### config.mk
export PLATFORM = sky130hd
export DESIGN_NAME = dspwm_timer
export DESIGN_NICKNAME = d
export VERILOG_FILES = /design/src/rtl/dspwm_pkg.sv /design/src/rtl/dspwm_dbuf.sv /design/src/rtl/dspwm_ramp.sv /design/src/rtl/dspwm_wave.sv /design/src/rtl/dspwm_flag.sv /design/src/rtl/dspwm_timer.sv
export SDC_FILE = /design/constraint.sdc
export NUM_CORES = 1
export LEC_CHECK = 0
export BUFFER_PORTS_ARGS = -buffer_cell sky130_fd_sc_hd__buf_2
export CORE_MARGIN = 4
export CORE_UTILIZATION = 30
export DETAILED_ROUTE_END_ITERATION = 16
export SETUP_SLACK_MARGIN = 0.2
export SLEW_MARGIN = 10
export SYNTH_ARGS = -nofsm -noshare
export SYNTH_HDL_FRONTEND = slang
export SYNTH_HIERARCHICAL = 1
export SYNTH_SLANG_ARGS = --single-unit
### constraint.sdc
create_clock -name clk -period 4.7 [get_ports clk]
set_clock_uncertainty 0.15 [all_clocks]
set_input_delay 0.235 -clock clk [delete_from_list [all_inputs] [get_ports clk]]
set_output_delay 0.235 -clock clk [all_outputs]
set_load 0.02 [all_outputs]
### src/rtl/dspwm_pkg.sv
package dspwm_pkg;

  typedef enum logic [1:0] {
    OM_HOLD0    = 2'd0,
    OM_HOLD1    = 2'd1,
    OM_CLR_RISE = 2'd2,
    OM_SET_RISE = 2'd3
  } out_mode_e;

  localparam int unsigned NREG = 2;
  localparam int unsigned IDX_PER = 0;
  localparam int unsigned IDX_DUTY = 1;

endpackage

### src/rtl/dspwm_dbuf.sv
module dspwm_dbuf #(
  parameter int unsigned W = 8,
  parameter logic [W-1:0] INIT = '0
) (
  input  logic         clk,
  input  logic         rst,
  input  logic         wr,
  input  logic [W-1:0] din,
  input  logic         load,
  output logic [W-1:0] act
);

  logic [W-1:0] hold_q;

  always_ff @(posedge clk) begin
    if (rst) begin
      hold_q <= INIT;
      act    <= INIT;
    end else begin
      if (wr)   hold_q <= din;
      if (load) act    <= hold_q;
    end
  end

endmodule

### src/rtl/dspwm_ramp.sv
module dspwm_ramp #(
  parameter int unsigned W = 8
) (
  input  logic         clk,
  input  logic         rst,
  input  logic         tick,
  input  logic [W-1:0] ceil_val,
  output logic [W-1:0] cnt,
  output logic         up,
  output logic         at_ceil,
  output logic         reach_bot
);

  localparam logic [W-1:0] ONE = W'(1);

  logic [W-1:0] cnt_nx;
  logic         up_nx;

  always_comb begin
    if (up) begin
      if (cnt >= ceil_val) begin
        cnt_nx = (cnt == '0) ? '0 : cnt - ONE;
        up_nx  = 1'b0;
      end else begin
        cnt_nx = cnt + ONE;
        up_nx  = 1'b1;
      end
    end else if (cnt == '0) begin
      cnt_nx = (ceil_val == '0) ? '0 : ONE;
      up_nx  = 1'b1;
    end else begin
      cnt_nx = cnt - ONE;
      up_nx  = 1'b0;
    end
  end

  assign at_ceil   = (cnt == ceil_val);
  assign reach_bot = tick && (cnt_nx == '0);

  always_ff @(posedge clk) begin
    if (rst) begin
      cnt <= '0;
      up  <= 1'b1;
    end else if (tick) begin
      cnt <= cnt_nx;
      up  <= up_nx;
    end
  end

endmodule

### src/rtl/dspwm_wave.sv
module dspwm_wave
  import dspwm_pkg::*;
#(
  parameter int unsigned W = 8
) (
  input  logic         clk,
  input  logic         rst,
  input  logic         tick,
  input  logic [W-1:0] cnt,
  input  logic         up,
  input  logic [W-1:0] ceil_val,
  input  logic [W-1:0] duty,
  input  logic [1:0]   mode,
  output logic         match,
  output logic         pin
);

  logic      fall_lvl;
  out_mode_e om;

  assign om    = out_mode_e'(mode);
  assign match = tick && (cnt == duty);

  always_comb begin
    if (cnt == ceil_val)  fall_lvl = 1'b1;
    else if (cnt == '0)   fall_lvl = 1'b0;
    else                  fall_lvl = !up;
  end

  always_ff @(posedge clk) begin
    if (rst) begin
      pin <= 1'b0;
    end else if (match) begin
      case (om)
        OM_CLR_RISE: pin <= fall_lvl;
        OM_SET_RISE: pin <= !fall_lvl;
        default:     pin <= pin;
      endcase
    end
  end

endmodule

### src/rtl/dspwm_flag.sv
module dspwm_flag (
  input  logic clk,
  input  logic rst,
  input  logic set,
  input  logic clr,
  output logic q
);

  always_ff @(posedge clk) begin
    if (rst)      q <= 1'b0;
    else if (set) q <= 1'b1;
    else if (clr) q <= 1'b0;
  end

endmodule

### src/rtl/dspwm_timer.sv
module dspwm_timer
  import dspwm_pkg::*;
#(
  parameter int unsigned W = 8,
  parameter logic [W-1:0] PER_INIT  = '1,
  parameter logic [W-1:0] DUTY_INIT = {1'b1, {(W-1){1'b0}}}
) (
  input  logic         clk,
  input  logic         rst,
  input  logic         tick,
  input  logic         top_sel,
  input  logic [1:0]   out_mode,
  input  logic         per_wr,
  input  logic [W-1:0] per_data,
  input  logic         duty_wr,
  input  logic [W-1:0] duty_data,
  input  logic         bot_clr,
  input  logic         cmp_clr,
  output logic         pwm_out,
  output logic [W-1:0] count,
  output logic         count_up,
  output logic         bot_flag,
  output logic         cmp_flag
);

  localparam logic [W-1:0] FULL = '1;
  localparam logic [NREG-1:0][W-1:0] INITS = {DUTY_INIT, PER_INIT};

  logic [NREG-1:0]        wr_v;
  logic [NREG-1:0][W-1:0] din_v;
  logic [NREG-1:0][W-1:0] act_v;
  logic [W-1:0]           ceil_val;
  logic                   at_ceil;
  logic                   reach_bot;
  logic                   match;
  logic                   load;

  assign wr_v[IDX_PER]   = per_wr;
  assign wr_v[IDX_DUTY]  = duty_wr;
  assign din_v[IDX_PER]  = per_data;
  assign din_v[IDX_DUTY] = duty_data;

  assign ceil_val = top_sel ? act_v[IDX_PER] : FULL;
  assign load     = tick && at_ceil;

  for (genvar i = 0; i < NREG; i++) begin : g_reg
    dspwm_dbuf #(.W(W), .INIT(INITS[i])) u_reg (
      .clk (clk),
      .rst (rst),
      .wr  (wr_v[i]),
      .din (din_v[i]),
      .load(load),
      .act (act_v[i])
    );
  end

  dspwm_ramp #(.W(W)) u_ramp (
    .clk      (clk),
    .rst      (rst),
    .tick     (tick),
    .ceil_val (ceil_val),
    .cnt      (count),
    .up       (count_up),
    .at_ceil  (at_ceil),
    .reach_bot(reach_bot)
  );

  dspwm_wave #(.W(W)) u_wave (
    .clk     (clk),
    .rst     (rst),
    .tick    (tick),
    .cnt     (count),
    .up      (count_up),
    .ceil_val(ceil_val),
    .duty    (act_v[IDX_DUTY]),
    .mode    (out_mode),
    .match   (match),
    .pin     (pwm_out)
  );

  logic [1:0] fset, fclr, fq;
  assign fset = {match, reach_bot};
  assign fclr = {cmp_clr, bot_clr};

  for (genvar f = 0; f < 2; f++) begin : g_flag
    dspwm_flag u_flag (
      .clk(clk),
      .rst(rst),
      .set(fset[f]),
      .clr(fclr[f]),
      .q  (fq[f])
    );
  end

  assign bot_flag = fq[0];
  assign cmp_flag = fq[1];

endmodule

==> impl_metrics.tcl, run 1 <==
set metrics [dict create \
    post-route-period-util_pct 71.87 \
    syn_avg_cell_area_sq_um 8.845 \
    p_comb_share_pct 15.3 \
    globalRouteTotalUtil_pct 12.68 \
    dieArea_sq_um 10510 \
    worst_skew_pair.late_latency_ns 0.31 \
    effective_utilization_at_floorplan_pct 30.73 \
    cts_inserted_buffers 5 \
    synth_seq_cells 44 \
    power_uw 843.8 \
    fp.dieW_um 102.5 \
    drt-total-wl_mm 6.490 \
    cts.sink_count 44 \
    drv.max_cap_violation_count 0 \
    max_freq_mhz 296.0 \
    power_density_nw_per_um2 271.1 \
    worstSetupPathType "reg -> reg" \
    ctsLongestPathBuffers 2 \
    worstHoldPathType "in -> reg" \
    maxSlewHeadroom_pct 35.08 \
    delay_of_the_slowest_critical_path_stage_ns 0.67 \
    final_stage_net_count 379 \
    synth_seq_area_share_pct 32.87 \
    p_sw_uw 238.8 \
    synth_enable_flop_cells 0 \
    areaGrowthSynthToFinish_pct 16.15 \
    synthesis.yosys.warnings 6 \
    outcome "completed" \
    timing.final.crit_period_ns 3.378 \
    critPathMostFrequentCell "inv_1" \
    worst-endpoint-required_ns 4.79 \
    yosysTopAreaCellShare_pct 32.87 \
    place_ws_ns 1.366 \
    grt_overflow 0 \
    internal_uw 605.1 \
    final-setup-viol-count 0 \
    critPathLaunchType "flip-flop" \
    worst_setup_hold_path_clk_slew_ns 0.10 \
    pre_antenna_drt_iters 4 \
    postLayoutSetupSlackWorst_ns 1.322 \
    ys_types 56 \
    fin_setup_tns_ns 0 \
    holdBufCountCts 9 \
    worst_path_dominant_cell_family "compound AO/OA/AOI/OAI gates" \
    post_cts_resize_count 0 \
    critical_path_peak_fanout 14 \
    routedWlPerCell_um 14.39 \
    worst-endpoint-arrival_ns 3.47 \
    cts_htree_levels 2 \
    report.final.slew_viol_count 0 \
    drt-initial-drc-count 128 \
    synth_top_cells_by_area "dfxtp_1 33%, a211o_1 6.2%, mux2i_1 5.6%" \
    timing.critical_path.slowest_stage_cell "dfxtp_1" \
    crit_buf_inv 2 \
    grt_start_max_net_pins 44 \
    ant_nets 0 \
    portBuffers 37 \
    clock-root-buffer "clkbuf_8" \
    syn_area_sq_um 2680 \
    async_flop_share_pct 0 \
    grt_antenna_before_repair 0 \
    synth-main-ff-cell "dfxtp_1" \
    floorplan.rows 34 \
    final_util_pct 35.70 \
    post-synth-top-area-cell "dfxtp_1" \
    grt_first_pass_wirelength_mm 10.75 \
    worstPathCellList "inv_1 -> ha_1 -> nand2b_4 -> a2111o_1 -> a21o_1 -> mux2_4 -> a211o_1 -> nor4b_2 -> inv_1 -> a21oi_2" \
    number_of_global_route_vias_before_repair 2223 \
    gp_routability_congestion 0.9475 \
    detailroute.via_count 2323 \
    total_leakage_power_nw 1.273 \
    worstMarginPinSlew_ns 0.9739 \
    drc 0 \
    antennaDiodeCount 0 \
    clock_tree_from_tritoncts "yes" \
    power.ir.vdd_worst_mv 0.1153 \
    number_of_vias_per_cell 5.151 \
    sw_frac_of_total_pct 28.29 \
    synth_net_count 340 \
    grt_setup_unrepaired "false" \
    clock_power_share_pct 36.5 \
    cts_setup_buffers 0 \
    seqPwrFrac_pct 48.1 \
    pin_count 38 \
    dp.final_hpwl_mm 4.552 \
    post_route_cells_drive_above_1_share_pct 17.49 \
    timing_hold_violations_final 0 \
    crit_path_end_kind "flip-flop" \
    coreArea_sq_um 8721 \
    fp.dieH_um 102.5 \
    synth_cells 303 \
]
-- area by class of cell --
class / count / area [sq um]
Fill cell: 924 / 5608
Clock inverter: 3 / 46.29
Tap cell: 108 / 135.1
Inverter: 18 / 67.56
Timing Repair Buffer: 48 / 290.3
Multi-Input combinational cell: 225 / 1624
Clock buffer: 5 / 68.82
Sequential cell: 44 / 880.8
-- kinds of logic (layout without fill, tap and decap cells) --
family	after synthesis	in the layout	share of synthesized area (%)
muxes	18	18	7.002
DFF	44	44	32.87
and+or+nand+nor	111	111	23.34
buffers and inverters	34	74	6.535
xor gates and xnor gates	22	22	7.190
AOI/OAI and AO/OA	63	63	17.93
adders and majority gates	11	11	5.135
-- worst register-to-register path, stage by stage (launching register included) --
cell and delay, ns:
dfxtp_1 0.67, inv_1 0.21, ha_1 0.34, nand2b_4 0.14, a2111o_1 0.45, a21o_1 0.30
mux2_4 0.34, a211o_1 0.31, nor4b_2 0.22, inv_1 0.07, a21oi_2 0.11
-- cells in the mapped netlist, types with 3 or more instances --
| master | count |
|---|---|
| dfxtp_1 | 44 |
| nor2_1 | 30 |
| a211o_1 | 19 |
| inv_1 | 18 |
| mux2i_1 | 15 |
| xor2_1 | 14 |
| nand2b_1 | 13 |
| nor2b_1 | 13 |
| nand2_1 | 12 |
| ha_1 | 11 |
| a21oi_1 | 8 |
| nor3_1 | 8 |
| nor4_1 | 8 |
| xnor2_1 | 8 |
| nand4_1 | 7 |
| a211oi_1 | 6 |
| clkbuf_1 | 6 |
| o21ai_0 | 6 |
| buf_6 | 5 |
| and2b_1 | 4 |
| a31oi_1 | 3 |
| and2_1 | 3 |
| o211ai_1 | 3 |
-- power groups by stage --
stage	sequential (mW)	clock, mW	combinational [mW]
after detailed placement	0.415	0	0.123
after global placement	0.414	0	0.122
after global routing	0.409	0.333	0.143
after floorplan	0.409	0	0.0914
final	0.406	0.308	0.129
after CTS	0.406	0.319	0.129
-- state kept, by name, indices dropped and copies added, names as in the netlist --
signal	count
g.u_reg/act	16
g.u_reg/hold_q	16
u_ramp/cnt	8
g_flag.u_flag/q	2
u_ramp/up	1
u_wave/pin	1
-- metrics by stage --
stage | hold WS (ns) | cells | area [sq um]
after floorplan | 0.1474 | 303 | 2680
after global placement | 0.2898 | 434 | 2908
after detailed placement | 0.2961 | 434 | 2908
after CTS | 0.002530 | 451 | 3113
after global routing | 0.01255 | 451 | 3113
final | 0.007367 | 451 | 3113
-- layer usage --
metal	GRT usage (%)	part of all wire, %	vias to the layer above
met4	5.045	1.3	0
li1	-	-	1159
met5	0	0	-
met3	2.706	5.5	7
met2	19.51	45	68
met1	17.28	48	1089
-- final timing paths --
check | start | to | slack [ns] | cells after the start
hold reg to reg | g_reg[0].u_reg/hold_q[0] | g_reg[0].u_reg/act[0] | 0.31 | 1
hold / removal | duty_data[1] | g_reg[1].u_reg/hold_q[1] | 0.007 | 3
setup reg to reg | u_ramp/cnt[0] | g_flag[0].u_flag/q | 1.32 | 10
setup / recovery | u_ramp/cnt[0] | g_flag[0].u_flag/q | 1.32 | 10
-- cells in the final DEF, fill, tap and decap left out, types with 12 or more instances in the layout --
| master | netlist | routed |
|---|---|---|
| dfxtp_1 | 44 | 44 |
| xor2_1 | 14 | 14 |
| nor2b_1 | 13 | 13 |
| nor2_1 | 30 | 30 |
| nand2_1 | 12 | 12 |
| nand2b_1 | 13 | 13 |
| inv_1 | 18 | 18 |
| mux2i_1 | 15 | 15 |
| a211o_1 | 19 | 19 |
| buf_2 | 1 | 37 |
(Power assumes the default switching activity.)
==> inputs of run 2 (changes only) <==
==> constraint.sdc (replaced) <==
create_clock -name clk -period 2.73 [get_ports clk]
set_clock_uncertainty 0.15 [all_clocks]
set_input_delay 0.1365 -clock clk [delete_from_list [all_inputs] [get_ports clk]]
set_output_delay 0.1365 -clock clk [all_outputs]
set_load 0.02 [all_outputs]
==> run 2 against run 1 <==
Compared with the run above: clock-buffer cell count rose by 2; sequential cell count unchanged; total power grew 76%; via count rose by 8.7%; largest power group unchanged; fmax grew 25%; critical path depth rose by 1; utilization grew 5.8 points; critical endpoint unchanged; critical path type unchanged; first-iteration DRC count fell by 11%; sequential share of layout area fell by 3.7 points.
==> impl_metrics.tcl, run 2 (synthesis gave the netlist of run 1 again) <==
set metrics [dict create \
    outcome "completed" \
    crit_path_end_kind "flip-flop" \
    clock-root-buffer "clkbuf_8" \
    reg2reg_from "g_reg[0].u_reg/act[0]" \
    worstHoldPathType "in -> reg" \
    timing.critical_path.slowest_stage_cell "a2111o_1" \
    clock_power_share_pct 34.4 \
    crit_buf_inv 2 \
    globalRouteTotalUtil_pct 13.46 \
    cts_inserted_buffers 5 \
    internal_mw 1.064 \
    power_mw 1.485 \
    postLayoutSetupSlackWorst_ns 0.03601 \
    antennaDiodeCount 0 \
    effective_utilization_at_floorplan_pct 30.73 \
    pre_antenna_drt_iters 4 \
    top_regs "g.u_reg/act (16), g.u_reg/hold_q (16), u_ramp/cnt (8)" \
    drt-total-wl_mm 7.085 \
    drv.max_cap_violation_count 0 \
    cts.sink_count 44 \
    dieArea_sq_um 10510 \
    delay_of_the_slowest_critical_path_stage_ns 0.39 \
    grt_setup_unrepaired "true" \
    timing_hold_violations_final 0 \
    gp_routability_congestion 0.9194 \
    portBuffers 37 \
    most_frequent_cells_in_the_layout "38 x dfxtp_1, 37 x buf_2, 31 x buf_4" \
    grt_first_pass_wirelength_mm 11.27 \
    floorplan.rows 34 \
    final-setup-viol-count 0 \
    r2r_end "g_flag[0].u_flag/q" \
    worst-endpoint-arrival_ns 2.80 \
    total_leakage_power_nw 1.564 \
    worst_path_dominant_cell_family "compound AO/OA/AOI/OAI gates" \
    report.final.slew_viol_count 0 \
    hold_ws_ns 0.04499 \
    depth_of_the_worst_register_to_register_path 11 \
    number_of_vias_per_cell 5.099 \
    power_density_nw_per_um2 410.7 \
    p_comb_share_pct 19.9 \
    power.ir.vdd_worst_mv 0.2367 \
    final_stage_net_count 423 \
    number_of_global_route_vias_before_repair 2320 \
    worstSetupPathType "reg -> reg" \
    worst_setup_hold_path_clk_slew_ns 0.09 \
    ant_nets 0 \
    place_ws_ns -0.04780 \
    critical_path_peak_fanout 3 \
    post_route_cells_drive_above_1_share_pct 29.97 \
    cts_htree_levels 2 \
    routedWlPerCell_um 14.31 \
    worst_hold_depth 5 \
    worst_skew_pair.late_latency_ns 0.31 \
    grt_antenna_before_repair 0 \
    hold_path_startpoint "out_mode[1]" \
    detailroute.via_count 2524 \
    drt-initial-drc-count 114 \
    hold_end "u_wave/pin" \
    clock_tree_from_tritoncts "yes" \
    sw_frac_of_total_pct 28.34 \
    drc 0 \
    grt_overflow 0 \
    timing.reg2reg.setup_slack_ns 0.04 \
    critPathMostFrequentCell "nand2b_4" \
    critPathLaunchType "flip-flop" \
    grt_start_max_net_pins 24 \
    fp.dieH_um 102.5 \
    worstPathCellList "nand2b_4 -> ha_4 -> nand2b_4 -> a2111o_1 -> a21o_1 -> buf_6 -> mux2_2 -> a21bo_2 -> nor4b_2 -> inv_1 -> a21oi_2" \
    maxSlewHeadroom_pct 62.25 \
    max_freq_mhz 371.2 \
    seqPwrFrac_pct 45.7 \
    areaGrowthSynthToFinish_pct 34.92 \
    worst-endpoint-required_ns 2.83 \
    ctsLongestPathBuffers 2 \
    pin_count 38 \
    p_sw_uw 420.9 \
    post-route-period-util_pct 98.68 \
    worstMarginPinSlew_ns 0.5611 \
    layout_commonest_cell "dfxtp_1" \
    fp.dieW_um 102.5 \
    timing.final.crit_period_ns 2.694 \
    dp.final_hpwl_mm 5.077 \
    coreArea_sq_um 8721 \
]
## run 2: worst max-delay path by stage
stage,start,cells after the start,to
global placement,g_reg[0].u_reg/act[0],10,g_flag[0].u_flag/q
CTS,g_reg[0].u_reg/act[0],10,g_flag[0].u_flag/q
finish,g_reg[0].u_reg/act[0],11,g_flag[0].u_flag/q
global route,g_reg[0].u_reg/act[0],10,u_ramp/cnt[3]
floorplan,u_ramp/cnt[0],12,g_flag[0].u_flag/q
detailed placement,g_reg[0].u_reg/act[0],10,g_flag[0].u_flag/q
## run 2: through the flow
step | cell area (sq um) | setup TNS (ns) | utilization, % | instances
after detailed placement | 3156 | -0.04780 | 36.18 | 464
final | 3616 | 0 | 41.46 | 495
after floorplan | 2714 | -0.08900 | - | 303
after CTS | 3485 | 0 | 39.96 | 493
after global placement | 3156 | 0 | 36.18 | 464
after global routing | 3616 | -0.06415 | 41.46 | 495
## run 2: timing repair
item                                   in CTS  in global routing
pin swaps                                   3                 12
endpoints found under the hold margin      19                  0
gates resized for setup                     1                 22
setup endpoints to repair                   3                 15
hold buffers                               19                  0
gates cloned                                0                  1
buffers inserted                            2                  1
## run 2: tightest hold or removal path, stage by stage
cell	delay [ns]
buf_2	0.09
inv_1	0.06
nor4_2	0.05
nand2b_1	0.06
o22ai_1	0.07
## run 2: power by group through the flow
stage / Combinational, mW / Sequential (mW) / Clock, mW
CTS: 0.285 / 0.679 / 0.522
floorplan: 0.163 / 0.704 / 0
global placement: 0.262 / 0.694 / 0
detailed placement: 0.263 / 0.694 / 0
global route: 0.321 / 0.683 / 0.556
finish: 0.295 / 0.679 / 0.510
## run 2: layer usage
metal / global-route usage [%] / vias up / part of all wire [%]
li1: - / 1252 / -
met1: 18.61 / 1185 / 46
met2: 21.10 / 77 / 46
met3: 2.706 / 10 / 6.7
met4: 4.238 / 0 / 1.5
met5: 0 / - / 0
## run 2: area by class of cell
cell class | count | area [sq um]
Fill cell | 875 | 5105
Multi-Input combinational cell | 225 | 1737
Sequential cell | 44 | 890.9
Timing Repair Buffer | 92 | 664.4
Tap cell | 108 | 135.1
Clock buffer | 7 | 107.6
Inverter | 18 | 72.57
Clock inverter | 1 | 8.758
==> inputs of run 3 (changes only) <==
--- a/config.mk
+++ b/config.mk
@@ -13,5 +13,4 @@
 export SLEW_MARGIN = 10
 export SYNTH_ARGS = -nofsm -noshare
 export SYNTH_HDL_FRONTEND = slang
-export SYNTH_HIERARCHICAL = 1
 export SYNTH_SLANG_ARGS = --single-unit
==> run 3 against run 2 <==
Compared with the run above: utilization decreased by 0.27 points; largest cell class unchanged; final area decreased by 12%; via count decreased by 15%; sequential power decreased by 1%; critical path depth unchanged; critical endpoint is now g_flag[0].u_flag.q.
==> impl_metrics.tcl, run 3 <==
set metrics [dict create \
    synth_seq_area_share_pct 37.39 \
    worst-endpoint-required_ns 2.78 \
    synthesis.yosys.warnings 0 \
    cts_htree_levels 2 \
    pre_antenna_drt_iters 4 \
    globalRouteTotalUtil_pct 13.00 \
    final_util_pct 41.19 \
    grt_overflow 0 \
    routedLengthMet1_mm 2.807 \
    synth-main-ff-cell "dfxtp_1" \
    power_density_nw_per_um2 410.3 \
    p_sw_uw 337.6 \
    cts_inserted_buffers 5 \
    layout_commonest_cell "nand2_1" \
    synthSimpleGateAreaFrac_pct 28.25 \
    timing_hold_violations_final 0 \
    hold_path_startpoint "per_wr" \
    met2WireLength_mm 2.877 \
    portBuffers 37 \
    max_freq_mhz 383.9 \
    grt_antenna_before_repair 0 \
    drv.max_cap_violation_count 0 \
    gp_routability_congestion 0.8704 \
    ys_types 46 \
    worstHoldPathType "in -> reg" \
    internal_uw 961.7 \
    worst_skew_pair.late_latency_ns 0.30 \
    post-synth-top-area-cell "dfxtp_1" \
    outcome "completed" \
    fp.dieW_um 96.62 \
    synth_commonest_cells "49 x nand2_1, 44 x dfxtp_1, 26 x mux2i_1, 25 x nor2_1, 14 x nand3_1" \
    final-setup-viol-count 0 \
    synth_cells 277 \
    timing.final.crit_period_ns 2.605 \
    clock_power_share_pct 33.7 \
    topRoutingLayerUsed "met4" \
    p_comb_share_pct 14.7 \
    synth_enable_flop_cells 0 \
    critPathLaunchType "flip-flop" \
    synth_net_count 314 \
    yosysMostFrequentCell "nand2_1" \
    crit_path_end_kind "flip-flop" \
    reg2reg_from "g_reg[0].u_reg.act[0]" \
    grt_setup_unrepaired "true" \
    critical_path_peak_fanout 5 \
    floorplan.rows 32 \
    fin_setup_tns_ns 0 \
    number_of_global_route_vias_before_repair 2218 \
    report.final.slew_viol_count 0 \
    most_frequent_cells_in_the_layout "49 x nand2_1, 37 x buf_2, 35 x dfxtp_1" \
    grt_start_max_net_pins 25 \
    worst_setup_hold_path_clk_slew_ns 0.09 \
    main_combinational_cell_family_by_area_after_synthesis "simple AND/OR/NAND/NOR gates" \
    fp.dieH_um 96.62 \
    power.ir.vdd_worst_mv 0.2726 \
    worstSetupPathType "reg -> reg" \
    drc 0 \
    muxShareOfSynthArea_pct 11.05 \
    syn_avg_cell_area_sq_um 8.505 \
    synth_seq_cells 44 \
    post_route_cells_drive_above_1_share_pct 28.74 \
    async_flop_share_pct 0 \
    drt-total-wl_mm 5.974 \
    wl_met3_um 211 \
    worstMarginPinSlew_ns 0.6764 \
    seqPwrFrac_pct 51.5 \
    dp.final_hpwl_mm 4.289 \
    effective_utilization_at_floorplan_pct 30.65 \
    yosys.area_share.xor_xnor_pct 3.717 \
    ant_nets 0 \
    ctsLongestPathBuffers 2 \
    clock-root-buffer "clkbuf_8" \
    clock_tree_from_tritoncts "yes" \
    worstSetupStartpoint "g_reg[0].u_reg.act[0]" \
    top_regs "g.u_reg.act (16), g.u_reg.hold_q (16), u_ramp.cnt (8)" \
    synth_adder_area_share_pct 5.842 \
    yosysTopAreaCellShare_pct 37.39 \
    maxSlewHeadroom_pct 54.86 \
    post-route-period-util_pct 95.43 \
    sw_frac_of_total_pct 25.98 \
    final_stage_net_count 384 \
    pin_count 38 \
    coreArea_sq_um 7687 \
    power_mw 1.299 \
    syn_area_sq_um 2356 \
    synth-compound-area-share_pct 8.178 \
    areaGrowthSynthToFinish_pct 34.41 \
    number_of_vias_per_cell 4.740 \
    routedWlPerCell_um 13.28 \
    detailroute.via_count 2133 \
    worst-endpoint-arrival_ns 2.66 \
    antennaDiodeCount 0 \
    total_leakage_power_nw 1.458 \
    synth_top_cells_by_area "dfxtp_1 37%, mux2i_1 11%, nand2_1 7.8%" \
    cts.sink_count 44 \
    grt_first_pass_wirelength_mm 10.19 \
    dieArea_sq_um 9335 \
    drt-initial-drc-count 92 \
]
==> run 3: changes by cell type after synthesis, sizes merged, moves of 5 or more <==
cell | previous run | this run
nand2 | 12 | 49
a211o | 19 | 0
nand2b | 14 | 2
mux2i | 15 | 26
nand3 | 3 | 14
inv | 18 | 8
nor2b | 15 | 8
and3 | 0 | 6
xnor2 | 8 | 2
xor2 | 14 | 8
nor2 | 30 | 25
nor3 | 8 | 3
==> run 3: per-layer routing <==
metal  vias up  global-route usage (%)
met5         -                       0
met4         0                   3.888
met3         8                   2.812
met2        47                   22.77
met1       986                   15.90
li1       1092                       -
==> run 3: critical path: stages, from the launching register on <==
cell and delay [ns]:
dfxtp_2 0.32, nand2b_4 0.13, ha_4 0.26, and2b_2 0.20
o211ai_1 0.21, a221oi_2 0.10, buf_4 0.17, buf_6 0.11
or4b_4 0.50, nand4_1 0.14, nor3_2 0.07, a21o_1 0.15
==> run 3: path summary, 6_finish.rpt <==
check / cells after the start / slack [ns] / to
max: 11 / 0.12 / g_flag[0].u_flag.q
max reg2reg: 11 / 0.12 / g_flag[0].u_flag.q
min: 3 / 0.09 / g_reg[0].u_reg.hold_q[4]
min reg2reg: 2 / 0.30 / g_reg[1].u_reg.act[3]
==> run 3: power groups by stage <==
stage               sequential [mW]  combinational [mW]  clock (mW)
finish                        0.670               0.192       0.438
global route                  0.673               0.212       0.479
floorplan                     0.692              0.0907           0
global placement              0.685               0.153           0
CTS                           0.670               0.188       0.453
detailed placement            0.685               0.154           0
==> run 3: timing repair <==
action | in CTS | in global routing
pin swaps | 11 | 12
setup buffers | 6 | 2
setup endpoints to repair | 6 | 8
hold buffers | 20 | 0
gates resized for setup | 11 | 19
endpoints found under the hold margin | 19 | 0
gates cloned | 1 | 0
==> run 3: final cells by class <==
type	count	area (sq um)
multi-input combinational	208	1445
fill	824	4521
tap	102	127.6
sequential	44	894.6
inverter	8	30.03
timing repair buffer	80	573.1
clock buffer	6	82.58
clock inverter	2	13.76
==> run 3: kinds of logic (layout without fill, tap and decap cells) <==
family,Yosys count,after routing
mux,26,26
compound gates,28,28
xor+xnor,10,10
buf+inv,25,96
flops,44,44
simple gates,133,133
fa+ha+maj,11,11
==> run 3: stage by stage <==
step	worst slack (ns)	hold slack [ns]	std cells	cell area, sq um
finish	0.1249	0.08941	450	3167
global route	0.03700	0.09359	450	3167
CTS	0.1040	0.08030	449	3090
detailed placement	0.01766	0.2063	414	2684
global placement	0.08576	0.2008	414	2684
floorplan	0.2069	0.1149	277	2360
